$ cat src/rtl/blink_led_pkg.sv
package blink_led_pkg;

    // Window phase of the blink sequencer.
    typedef enum logic [1:0] {
        BL_REST = 2'd0,
        BL_DARK = 2'd1,
        BL_HOLD = 2'd2
    } blink_state_e;

    // Registered state of the sequencer: phase plus the pending-event flag.
    typedef struct packed {
        blink_state_e state;
        logic         pend;
    } seq_regs_t;

endpackage

$ cat src/rtl/ms_window_cnt.sv
module ms_window_cnt #(
    parameter int HOLD_MS = 100,
    parameter int CNT_W   = 7
) (
    input  logic             clk,
    input  logic             rst,
    input  logic             restart,
    input  logic             run,
    input  logic             tick,
    output logic [CNT_W-1:0] cnt_q,
    output logic             expire
);

    localparam logic [CNT_W-1:0] LAST = CNT_W'(HOLD_MS - 1);

    logic [CNT_W-1:0] cnt_d;

    always_comb begin
        expire = run && tick && (cnt_q == LAST);
        cnt_d  = cnt_q;
        if (restart) begin
            cnt_d = '0;
        end else if (run && tick) begin
            cnt_d = cnt_q + 1'b1;
        end
        if (rst) begin
            cnt_d = '0;
        end
    end

    always_ff @(posedge clk) begin
        cnt_q <= cnt_d;
    end

endmodule

$ cat src/rtl/blink_seq.sv
module blink_seq
    import blink_led_pkg::*;
(
    input  logic         clk,
    input  logic         rst,
    input  logic         evt,
    input  logic         expire,
    output blink_state_e state_q,
    output blink_state_e state_d,
    output logic         pend_q,
    output logic         restart,
    output logic         run
);

    seq_regs_t r_q;
    seq_regs_t r_d;

    always_comb begin
        r_d     = r_q;
        restart = 1'b0;
        unique case (r_q.state)
            BL_REST: begin
                if (evt) begin
                    r_d.state = BL_DARK;
                    restart   = 1'b1;
                end
            end
            BL_DARK: begin
                r_d.pend = r_q.pend | evt;
                if (expire) begin
                    r_d.state = BL_HOLD;
                    restart   = 1'b1;
                end
            end
            BL_HOLD: begin
                r_d.pend = r_q.pend | evt;
                if (expire) begin
                    restart = 1'b1;
                    if (r_q.pend | evt) begin
                        r_d.state = BL_DARK;
                        r_d.pend  = 1'b0;
                    end else begin
                        r_d.state = BL_REST;
                    end
                end
            end
            default: begin
                r_d.state = BL_REST;
                r_d.pend  = 1'b0;
            end
        endcase
        if (rst) begin
            r_d.state = BL_REST;
            r_d.pend  = 1'b0;
            restart   = 1'b1;
        end
    end

    always_ff @(posedge clk) begin
        r_q <= r_d;
    end

    assign state_q = r_q.state;
    assign state_d = r_d.state;
    assign pend_q  = r_q.pend;
    assign run     = (r_q.state != BL_REST);

endmodule

$ cat src/rtl/led_drive.sv
module led_drive
    import blink_led_pkg::*;
(
    input  logic         clk,
    input  blink_state_e state_nxt,
    input  logic         on_level,
    input  logic         slow_wave,
    output logic         led_q
);

    logic led_d;

    always_comb begin
        unique case (state_nxt)
            BL_DARK: led_d = 1'b0;
            BL_HOLD: led_d = 1'b1;
            default: led_d = on_level | slow_wave;
        endcase
    end

    always_ff @(posedge clk) begin
        led_q <= led_d;
    end

endmodule

$ cat src/rtl/blink_led_ctrl.sv
module blink_led_ctrl
    import blink_led_pkg::*;
#(
    parameter int HOLD_MS = 100
) (
    input  logic clk,
    input  logic rst,
    input  logic ms_tick,
    input  logic on_level,
    input  logic slow_wave,
    input  logic evt_strobe,
    output logic led
);

    localparam int CNT_W = (HOLD_MS > 1) ? $clog2(HOLD_MS) : 1;

    blink_state_e     seq_state;
    blink_state_e     seq_next;
    logic             seq_pend;
    logic             win_restart;
    logic             win_run;
    logic             win_expire;
    logic [CNT_W-1:0] win_cnt;

    ms_window_cnt #(
        .HOLD_MS (HOLD_MS),
        .CNT_W   (CNT_W)
    ) u_cnt (
        .clk     (clk),
        .rst     (rst),
        .restart (win_restart),
        .run     (win_run),
        .tick    (ms_tick),
        .cnt_q   (win_cnt),
        .expire  (win_expire)
    );

    blink_seq u_seq (
        .clk     (clk),
        .rst     (rst),
        .evt     (evt_strobe),
        .expire  (win_expire),
        .state_q (seq_state),
        .state_d (seq_next),
        .pend_q  (seq_pend),
        .restart (win_restart),
        .run     (win_run)
    );

    led_drive u_drv (
        .clk       (clk),
        .state_nxt (seq_next),
        .on_level  (on_level),
        .slow_wave (slow_wave),
        .led_q     (led)
    );

endmodule

$ cat config.mk
export PLATFORM = sky130hd
export DESIGN_NAME = blink_led_ctrl
export DESIGN_NICKNAME = d
export VERILOG_FILES = /design/src/rtl/blink_led_pkg.sv /design/src/rtl/ms_window_cnt.sv /design/src/rtl/blink_seq.sv /design/src/rtl/led_drive.sv /design/src/rtl/blink_led_ctrl.sv
export SDC_FILE = /design/constraint.sdc
export NUM_CORES = 1
export LEC_CHECK = 0
export ABC_AREA = 0
export CAP_MARGIN = 5
export CORE_UTILIZATION = 30
export CTS_CLUSTER_DIAMETER = 120
export CTS_CLUSTER_SIZE = 25
export DETAILED_ROUTE_END_ITERATION = 10
export GPL_TIMING_DRIVEN = 0
export PLACE_DENSITY = 0.55
export SKIP_LAST_GASP = 1
export SYNTH_ARGS = -nofsm -noshare
export SYNTH_HDL_FRONTEND = slang
export SYNTH_SLANG_ARGS = --single-unit
export TNS_END_PERCENT = 5
$ cat constraint.sdc
create_clock -name clk -period 3 [get_ports clk]
set_clock_uncertainty 0.05 [all_clocks]
set_input_delay 0.6 -clock clk [delete_from_list [all_inputs] [get_ports clk]]
set_output_delay 0.6 -clock clk [all_outputs]
set_load 0.03 [all_outputs]
# [After elaboration in Yosys (flattened, before gate mapping)]
# Index checks and enable logic that the tools add are counted.
[op_classes] reduce_logical=6 bitwise=2 n_eq_ne=5 n_mux=12 addsub=1
[ops] op="$add A7 B1 Y7 const B" count=1
[ops] op="$eq A7 B7 Y1 const B" count=1
[ops] op="$mux W3" count=2
[ops] op="$pmux W2 S3" count=1
[ops] op="$eq A2 B1 Y1 const B" count=2
[ops] op="$eq A2 B2 Y1 const B" count=2
[ops] op="$mux W1" count=4
[ops] op="$mux W2" count=2
[ops] op="$pmux W1 S2" count=2
[ops] op="$reduce_or A2 Y1" count=2
[ops] op="$pmux W1 S3" count=1
[ops] op="$logic_and A1 B1 Y1" count=2
[ops] op="$logic_not A2 Y1" count=1
[ops] op="$or A1 B1 Y1" count=2
[ops] op="$reduce_bool A2 Y1" count=1
[totals] register_bits=11 elab_cells=30 in_bits=6 out_inout_bits=1

# [Longest topological paths before layout]
# Gate-level depths: netlist of run 1.
[depth] ltp_word=8 mapped_depth=10 mapped_depth_nobuf=9

# [Modules after synthesis]
# Synthesis of run 1 repeated with hierarchy kept, for this count alone.
[unflattened] hier_cells=69 area_unflattened_um2=580.6
[by_module_without_submodules] mod="ms_window_cnt" instances=1 cells_per_inst=38 area_per_inst_um2=312.8 seq_area_each_um2=140.1
[by_module_without_submodules] mod="blink_seq" instances=1 cells_per_inst=25 area_per_inst_um2=219.0 seq_area_each_um2=60.1
[by_module_without_submodules] mod="led_drive" instances=1 cells_per_inst=6 area_per_inst_um2=48.8 seq_area_each_um2=20.0

# [Worst setup path before layout of run 1]
# No wires, ideal clock.
[synth_path] path_kind="register to register" startpoint="reg u_seq.r_q (netlist bit u_seq.state_q[0])" endpoint="reg u_drv.led_q" path_buffers=1 required_ps=2833 arrival_time_ps=1967 setup_slack_ps=867 path_stages_with_launch=11 period_less_slack_ps=2133 setup_ps=117 cell_sequence="dfxtp_1 > inv_1 > ha_1 > nor2b_1 > buf_2 > nand4b_4 > mux2_4 > a21o_1 > ha_1 > nor2_1 > a21oi_1"
[synth_between] elab_chain_cells=8 elab_cells_between_ends=14 cone_classes="4 x eq/ne; 6 x mux; 4 x reduce/logical"
[synth_lines] item="start, declared" line="blink_seq.sv:15" rtl="seq_regs_t r_q;"
[synth_lines] item="start signal, assigned" line="blink_seq.sv:60" rtl="r_q <= r_d;"
[synth_lines] item="$reduce_bool A2 Y1" line="blink_seq.sv:66" rtl="assign run = (r_q.state != BL_REST);"
[synth_lines] item="$logic_and A1 B1 Y1 (2 in series)" line="ms_window_cnt.sv:19" rtl="expire = run && tick && (cnt_q == LAST);"
[synth_lines] item="$mux W3 or $mux W2 (tied branches)" line="blink_seq.sv:37, blink_seq.sv:30"
[synth_lines] item="$pmux W2 S3 (*)" line="blink_seq.sv:21" rtl="unique case (r_q.state)"
[synth_lines] item="$mux W3 (*)" line="blink_seq.sv:52" rtl="if (rst) begin"
[synth_lines] item="$eq A2 B2 Y1 or $eq A2 B1 Y1 (tied branches)" line="led_drive.sv:14" rtl="unique case (state_nxt)"
[synth_lines] item="$pmux W1 S2 (*)" line="led_drive.sv:14"
[synth_lines] item="via u_drv.led_d" line="led_drive.sv:11" rtl="logic led_d;"
[synth_lines] item="end signal, assigned" line="led_drive.sv:22" rtl="led_q <= led_d;"
[synth_lines] item="end, declared" line="led_drive.sv:8" rtl="output logic led_q"
# Mark *: on every way through the listed nets, which the timed path passes. The rest lies on a longest branch.
# A chain may end at the register's enable or synchronous reset.

# [Worst setup path in the final report of run 1]
[layout_path] startpoint="in ms_tick" endpoint="reg u_drv.led_q"
[layout_between] elab_chain_cells=7 elab_cells_between_ends=9 cone_classes="2 x eq/ne; 5 x mux; 2 x reduce/logical"
[layout_lines] item="start, declared" line="blink_led_ctrl.sv:8" rtl="input logic ms_tick,"
[layout_lines] item="$logic_and A1 B1 Y1 (*) (2 in series)" line="ms_window_cnt.sv:19"
[layout_lines] item="$mux W3 or $mux W2 (tied branches)" line="blink_seq.sv:37, blink_seq.sv:30"
[layout_lines] item="$pmux W2 S3 (*)" line="blink_seq.sv:21"
[layout_lines] item="$mux W3 (*)" line="blink_seq.sv:52"
[layout_lines] item="$eq A2 B2 Y1 or $eq A2 B1 Y1 (tied branches)" line="led_drive.sv:14"
[layout_lines] item="$pmux W1 S2 (*)" line="led_drive.sv:14"
[layout_lines] item="via u_drv.led_d" line="led_drive.sv:11"
# Marks and branches as above.

==> flow_summary.yaml, run 1 <==
drt:
  vias_per_cell: 4.85
  routed_wl_um: 1010
  vias: 485
  ant_nets: 0
  drc_errors: 0
  drtPass1Iterations: 4
  drt-wirelength-per-cell_um: 10.1
  initialDrtViolationCount: 4
timing:
  final_max_slew_viol_count: 0
  finalHoldViolations: 0
  worstMarginPinSlew_ps: 493
  setup_viol: 0
  hold_slack_ps: 479
  min_period_ps: 2350
  maxSlewHeadroom_pct: 66.9
  finalCritPeriodShare_pct: 78.3
  fin_tns_setup_ps: 0
  rsz0062_at_grt: "false"
  max_clock_freq_ghz: 0.426
floorplanning:
  start_util_pct: 33.6
  pin_count: 7
  coreArea_um2: 1800
  rows: 15
  die_w_um: 46.9
  die_y_um: 46.9
  die_area_um2: 2200
clock_network:
  cts_buffers: 3
  htreeDepth: 1
  cts.sinks: 11
  clockBufferDepth: 2
  cts_setup_buffers: 0
  cts_hold_buf: 0
  clock_latency_ps: 260
  cts_tree: "built"
  cts.reportedPaths.clkPinSlew_ps: 70
  cts_resized: 0
  root_buffer: "clkbuf_4"
layout:
  utilization_pct: 40.1
  final_cell_area_um2: 723
  stdcell_count: 100
  drive_gt1_share_pct: 12.0
  nets: 88
  diodes: 0
  syn_to_final_growth_pct: 19.4
global_routing:
  grt_max_degree: 9
  grt_pass1_vias: 424
  grtUsageTotal_pct: 11.2
  antenna_found_initial: 0
  grt_pass1_wl_um: 1750
  overflow: 0
yosys:
  yosysUniqueCellTypes: 25
  synth_top_area_share_pct: 36.4
  syn-num-nets: 77
  synth_area_leaders: "dfxtp_1 36%, ha_1 12%, xor2_1 7.2%, nor2_1 5.6%, a21oi_1 4.1%"
  synth_edf_count: 0
  ys_seq_area_share_pct: 36.4
  netlist_area_um2: 606
  yosysWarnings: 0
  async_flop_share_pct: 0
  synth_seq_cells: 11
  synth_top_area_cell: "dfxtp_1"
  synth_cells: 65
  synth_ff_type: "dfxtp_1"
  synth.avg_cell_area_um2: 9.32
power_and_ir_drop:
  powerDensity_nw_per_um2: 409
  irDropWorstVdd_mv: 0.223
  power.leakage_nw: 0.311
outcome:
  status: "finished, final reports clean"
setup_path:
  slowest_delay_ps: 450
  endpoint_kind: "register"
  slowest_stage: "clkdlybuf4s50_1"
  cp-start-kind: "input port"
  r2r-start: "u_seq.state_q[0]$_DFF_P_"
  crit_type: "input port to register"
  critPathBufInv: 2
  worstPathMaxFanout: 8
  cp.arrival_ps: 2460
  timing.rr.end: "u_drv.led_q$_DFF_P_"
  r2r_slack_ps: 670
  ff2ff_path_depth: 10
  crit_chain: "clkdlybuf4s50_1, nor2b_1, buf_2, nand4b_4, mux2_4, a21o_1, ha_1, nor2_1, a21oi_1"
  worstPathRequired_ps: 3110
  critPathTopFamily: "buffers and inverters"
placement:
  io_buffers: 6
  postPlaceCellArea_um2: 697
  gp_congestion: 0.795
  place_inst: 96
  dp_hpwl_um: 778
flow_run:
  maxCapViolCount: 0
worst_hold_path:
  hold_path.startpoint: "u_seq.pend_q$_SDFFE_PP0N_"
  hp-class: "register to register"
  holdPathStages: 2
  whs_endpoint: "u_seq.pend_q$_SDFFE_PP0N_"
cell families (layout without fill, tap and decap cells):
group | count (synthesis) | in the layout | share of synthesized area, %
mux | 2 | 2 | 4.13
fa+ha+maj | 6 | 6 | 12.4
flops | 11 | 11 | 36.4
buf+inv | 5 | 15 | 3.30
compound gates | 13 | 13 | 12.4
xor+xnor | 6 | 6 | 8.68
simple gates | 22 | 22 | 22.7
flip-flops by register name, indices dropped and copies added, names as in the netlist:
signal         count
u_seq.pend_q       1
u_cnt.cnt_q        7
u_drv.led_q        1
u_seq.state_q      2
cell usage in the layout, fill, tap and decap left out:
cell type and instances:
nand2_1 2, or3_1 1, nor2_1 9, mux2_4 1
a221oi_1 1, nand3_1 1, clkdlybuf4s50_1 6, inv_1 4
clkbuf_4 3, a31oi_1 1, a21oi_1 5, or2_2 1
xor2_1 5, buf_2 1, nand4b_4 1, and3_2 1
a21o_1 1, o21ai_0 3, nor2b_1 1, o21ai_1 1
nand4_1 4, xnor2_1 1, and4bb_4 1, dfxtp_1 11
clkbuf_1 1, mux2i_1 1, ha_1 6, a211oi_1 1
worst register-to-register path: cells and delay by family, from the launching register on:
| family | cells | cell delay, ps |
|---|---|---|
| fa+ha+maj | 2 | 540 |
| flops | 1 | 410 |
| simple gates | 3 | 360 |
| mux | 1 | 330 |
| buf+inv | 2 | 310 |
| compound gates | 2 | 220 |
metrics by stage:
step	total power [mW]	setup slack, ps
2_1_floorplan	0.183	867
5_1_grt	0.312	517
3_5_place_dp	0.200	340
3_3_place_gp	0.200	352
4_1_cts	0.303	636
6_report	0.296	651
per-layer routing:
layer / wire [µm] / part of all wire [%] / global-route usage (%)
met4: 0 / 0 / 0
met2: 484 / 48 / 19.7
met3: 40 / 4.0 / 5.77
met5: 0 / 0 / 0
met1: 485 / 48 / 13.0
worst max-delay path by stage:
stage | startpoint | to | slack [ps] | cells after the start
finish | ms_tick | u_drv.led_q$_DFF_P_ | 650 | 9
global route | u_seq.state_q[0]$_DFF_P_ | u_drv.led_q$_DFF_P_ | 520 | 10
CTS | ms_tick | u_drv.led_q$_DFF_P_ | 640 | 9
detailed placement | ms_tick | u_drv.led_q$_DFF_P_ | 340 | 9
global placement | ms_tick | u_drv.led_q$_DFF_P_ | 350 | 9
floorplan | u_seq.state_q[0]$_DFF_P_ | u_drv.led_q$_DFF_P_ | 870 | 10
where the power goes:
group	internal, mW	switching (mW)
sequential	0.151	0.00339
combinational	0.0201	0.0219
clock	0.0514	0.0483
total	0.222	0.0736
final cells by class:
| cell class | count | area, µm² |
|---|---|---|
| plain buffers | 1 | 5.00 |
| clock buffers | 4 | 26.3 |
| flip-flops and latches | 11 | 220 |
| multi-input cells | 49 | 365 |
| well taps | 25 | 31.3 |
| repair buffers | 6 | 60.1 |
| inverters | 4 | 15.0 |
| fillers | 193 | 1080 |
synth_stat cells (2+ instances only):
cell type	count
ha_1	6
inv_1	4
xor2_1	5
nand4_1	4
o21ai_0	3
dfxtp_1	11
a21oi_1	5
nor2_1	9
nand2_1	2
(Power assumes the default switching activity.)
==> run 2: changes to the inputs <==
- PLACE_DENSITY: 0.55 -> 0.57
- clock period: 3 -> 2.04 ns (I/O delays scaled with it)
==> flow_summary.yaml, run 2 (synthesis gave the netlist of run 1 again) <==
outcome:
  status: "finished, final reports clean"
timing:
  final_max_slew_viol_count: 0
  maxSlewHeadroom_pct: 66.4
  worstMarginPinSlew_ps: 501
  rsz0062_at_grt: "true"
  finalHoldViolations: 0
  finalCritPeriodShare_pct: 96.8
  max_clock_freq_ghz: 0.507
  min_period_ps: 1970
  setup_viol: 0
drt:
  drt-wirelength-per-cell_um: 12.5
  vias_per_cell: 4.95
  drtPass1Iterations: 2
  routed_wl_um: 1330
  initialDrtViolationCount: 4
  ant_nets: 0
  vias: 525
  drc_errors: 0
worst_hold_path:
  hp-class: "register to register"
  whs_endpoint: "u_cnt.cnt_q[1]$_SDFFE_PP0P_"
  holdPathStages: 2
  hold_path.startpoint: "u_cnt.cnt_q[1]$_SDFFE_PP0P_"
clock_network:
  root_buffer: "clkbuf_4"
  cts.reportedPaths.clkPinSlew_ps: 70
  clockBufferDepth: 2
  cts_buffers: 3
  cts_tree: "built"
  cts_hold_buf: 0
  clock_latency_ps: 270
  htreeDepth: 1
  cts.sinks: 11
layout:
  largest_reg_flops: 7
  final_cell_mix: "8 x nor2_1, 7 x buf_4, 7 x dfxtp_1"
  layout_commonest_cell: "nor2_1"
  nets: 94
  stdcell_count: 106
  regMostFlops: "u_cnt.cnt_q"
  syn_to_final_growth_pct: 36.8
  drive_gt1_share_pct: 32.1
  diodes: 0
setup_path:
  r2r-start: "u_seq.state_q[1]$_DFF_P_"
  cp-start-kind: "register"
  timing.rr.end: "u_drv.led_q$_DFF_P_"
  r2r_slack_ps: 70
  worstPathRequired_ps: 2190
  worstPathMaxFanout: 5
  endpoint_kind: "register"
  crit_type: "register to register"
  ff2ff_path_depth: 10
  cp.arrival_ps: 2120
global_routing:
  grt_pass1_wl_um: 2110
  grtUsageTotal_pct: 13.7
  grt_max_degree: 8
  antenna_found_initial: 0
  grt_pass1_vias: 492
  overflow: 0
power_and_ir_drop:
  power.leakage_nw: 0.343
  irDropWorstVdd_mv: 0.425
  p_sw_share_pct: 25.9
  p_total_uw: 457
  pwr-share-comb_pct: 18.4
  pwr-share-seq_pct: 49.3
  netSwitchingPower_uw: 118
  powerDensity_nw_per_um2: 551
  clkPwrFrac_pct: 32.3
  intPower_uw: 339
floorplanning:
  rows: 15
  pin_count: 7
  start_util_pct: 33.6
  die_y_um: 46.9
  die_w_um: 46.9
  coreArea_um2: 1800
  die_area_um2: 2200
placement:
  io_buffers: 6
  place_inst: 96
  gp_congestion: 0.781
  dp_hpwl_um: 802
flow_run:
  maxCapViolCount: 0
==> run 2: worst max-delay path, stage by stage (launching register included) <==
cell and delay, ps:
dfxtp_4 370, inv_4 50, ha_4 160, nor2b_1 100
buf_4 130, nand4b_4 140, mux2_4 340, a21o_1 180
ha_4 270, nor2_2 30, a21oi_1 90
==> run 2: worst max-delay path by stage <==
| stage | startpoint | end | slack (ps) | cells after the start |
|---|---|---|---|---|
| 2_1_floorplan | u_seq.state_q[1]$_DFF_P_ | u_drv.led_q$_DFF_P_ | 10 | 10 |
| 3_3_place_gp | ms_tick | u_drv.led_q$_DFF_P_ | -360 | 9 |
| 3_5_place_dp | ms_tick | u_drv.led_q$_DFF_P_ | -360 | 9 |
| 4_1_cts | u_seq.state_q[1]$_DFF_P_ | u_drv.led_q$_DFF_P_ | 1 | 10 |
| 5_1_grt | u_seq.state_q[1]$_DFF_P_ | u_drv.led_q$_DFF_P_ | -50 | 10 |
| 6_report | u_seq.state_q[1]$_DFF_P_ | u_drv.led_q$_DFF_P_ | 70 | 10 |
==> run 2: cell type report <==
class / count / area (µm²)
Multi-Input combinational cell: 49 / 412
Sequential cell: 11 / 230
Tap cell: 25 / 31.3
Fill cell: 210 / 973
Clock buffer: 4 / 26.3
Timing Repair Buffer: 12 / 104
Buffer: 1 / 7.51
Inverter: 4 / 17.5
==> run 2: per-layer routing <==
layer	up-vias	routed length (µm)	global-route usage [%]	share of wire [%]
li1	263	-	-	-
met1	251	584	15.9	44
met2	9	681	22.5	51
met3	2	50	6.15	3.8
met4	0	10	4.57	0.75
met5	-	0	0	0
==> run 2: what timing repair did <==
action	CTS	global route
resized for setup	10	5
hold endpoints to repair	0	0
buffers inserted	2	4
setup endpoints to repair	1	1
pin swaps	3	3
==> run 2: stage by stage <==
step	hold WS [ps]	instance area (µm²)	util (%)	setup slack, ps	setup TNS [ps]
3_5_place_dp	461	703	39.0	-359	-485
5_1_grt	549	828	46.0	-47.7	-47.7
3_3_place_gp	458	703	39.0	-362	-645
6_report	501	828	46.0	65.9	0
4_1_cts	476	772	42.8	1.18	0
2_1_floorplan	431	612	-	11.9	0
==> run 2: power groups by stage <==
stage / clock [mW] / combinational (mW) / sequential [mW]
after floorplan: 0 / 0.0357 / 0.236
after global placement: 0 / 0.0634 / 0.232
after detailed placement: 0 / 0.0629 / 0.232
after CTS: 0.153 / 0.0728 / 0.226
after global routing: 0.165 / 0.0923 / 0.226
final: 0.148 / 0.0839 / 0.225
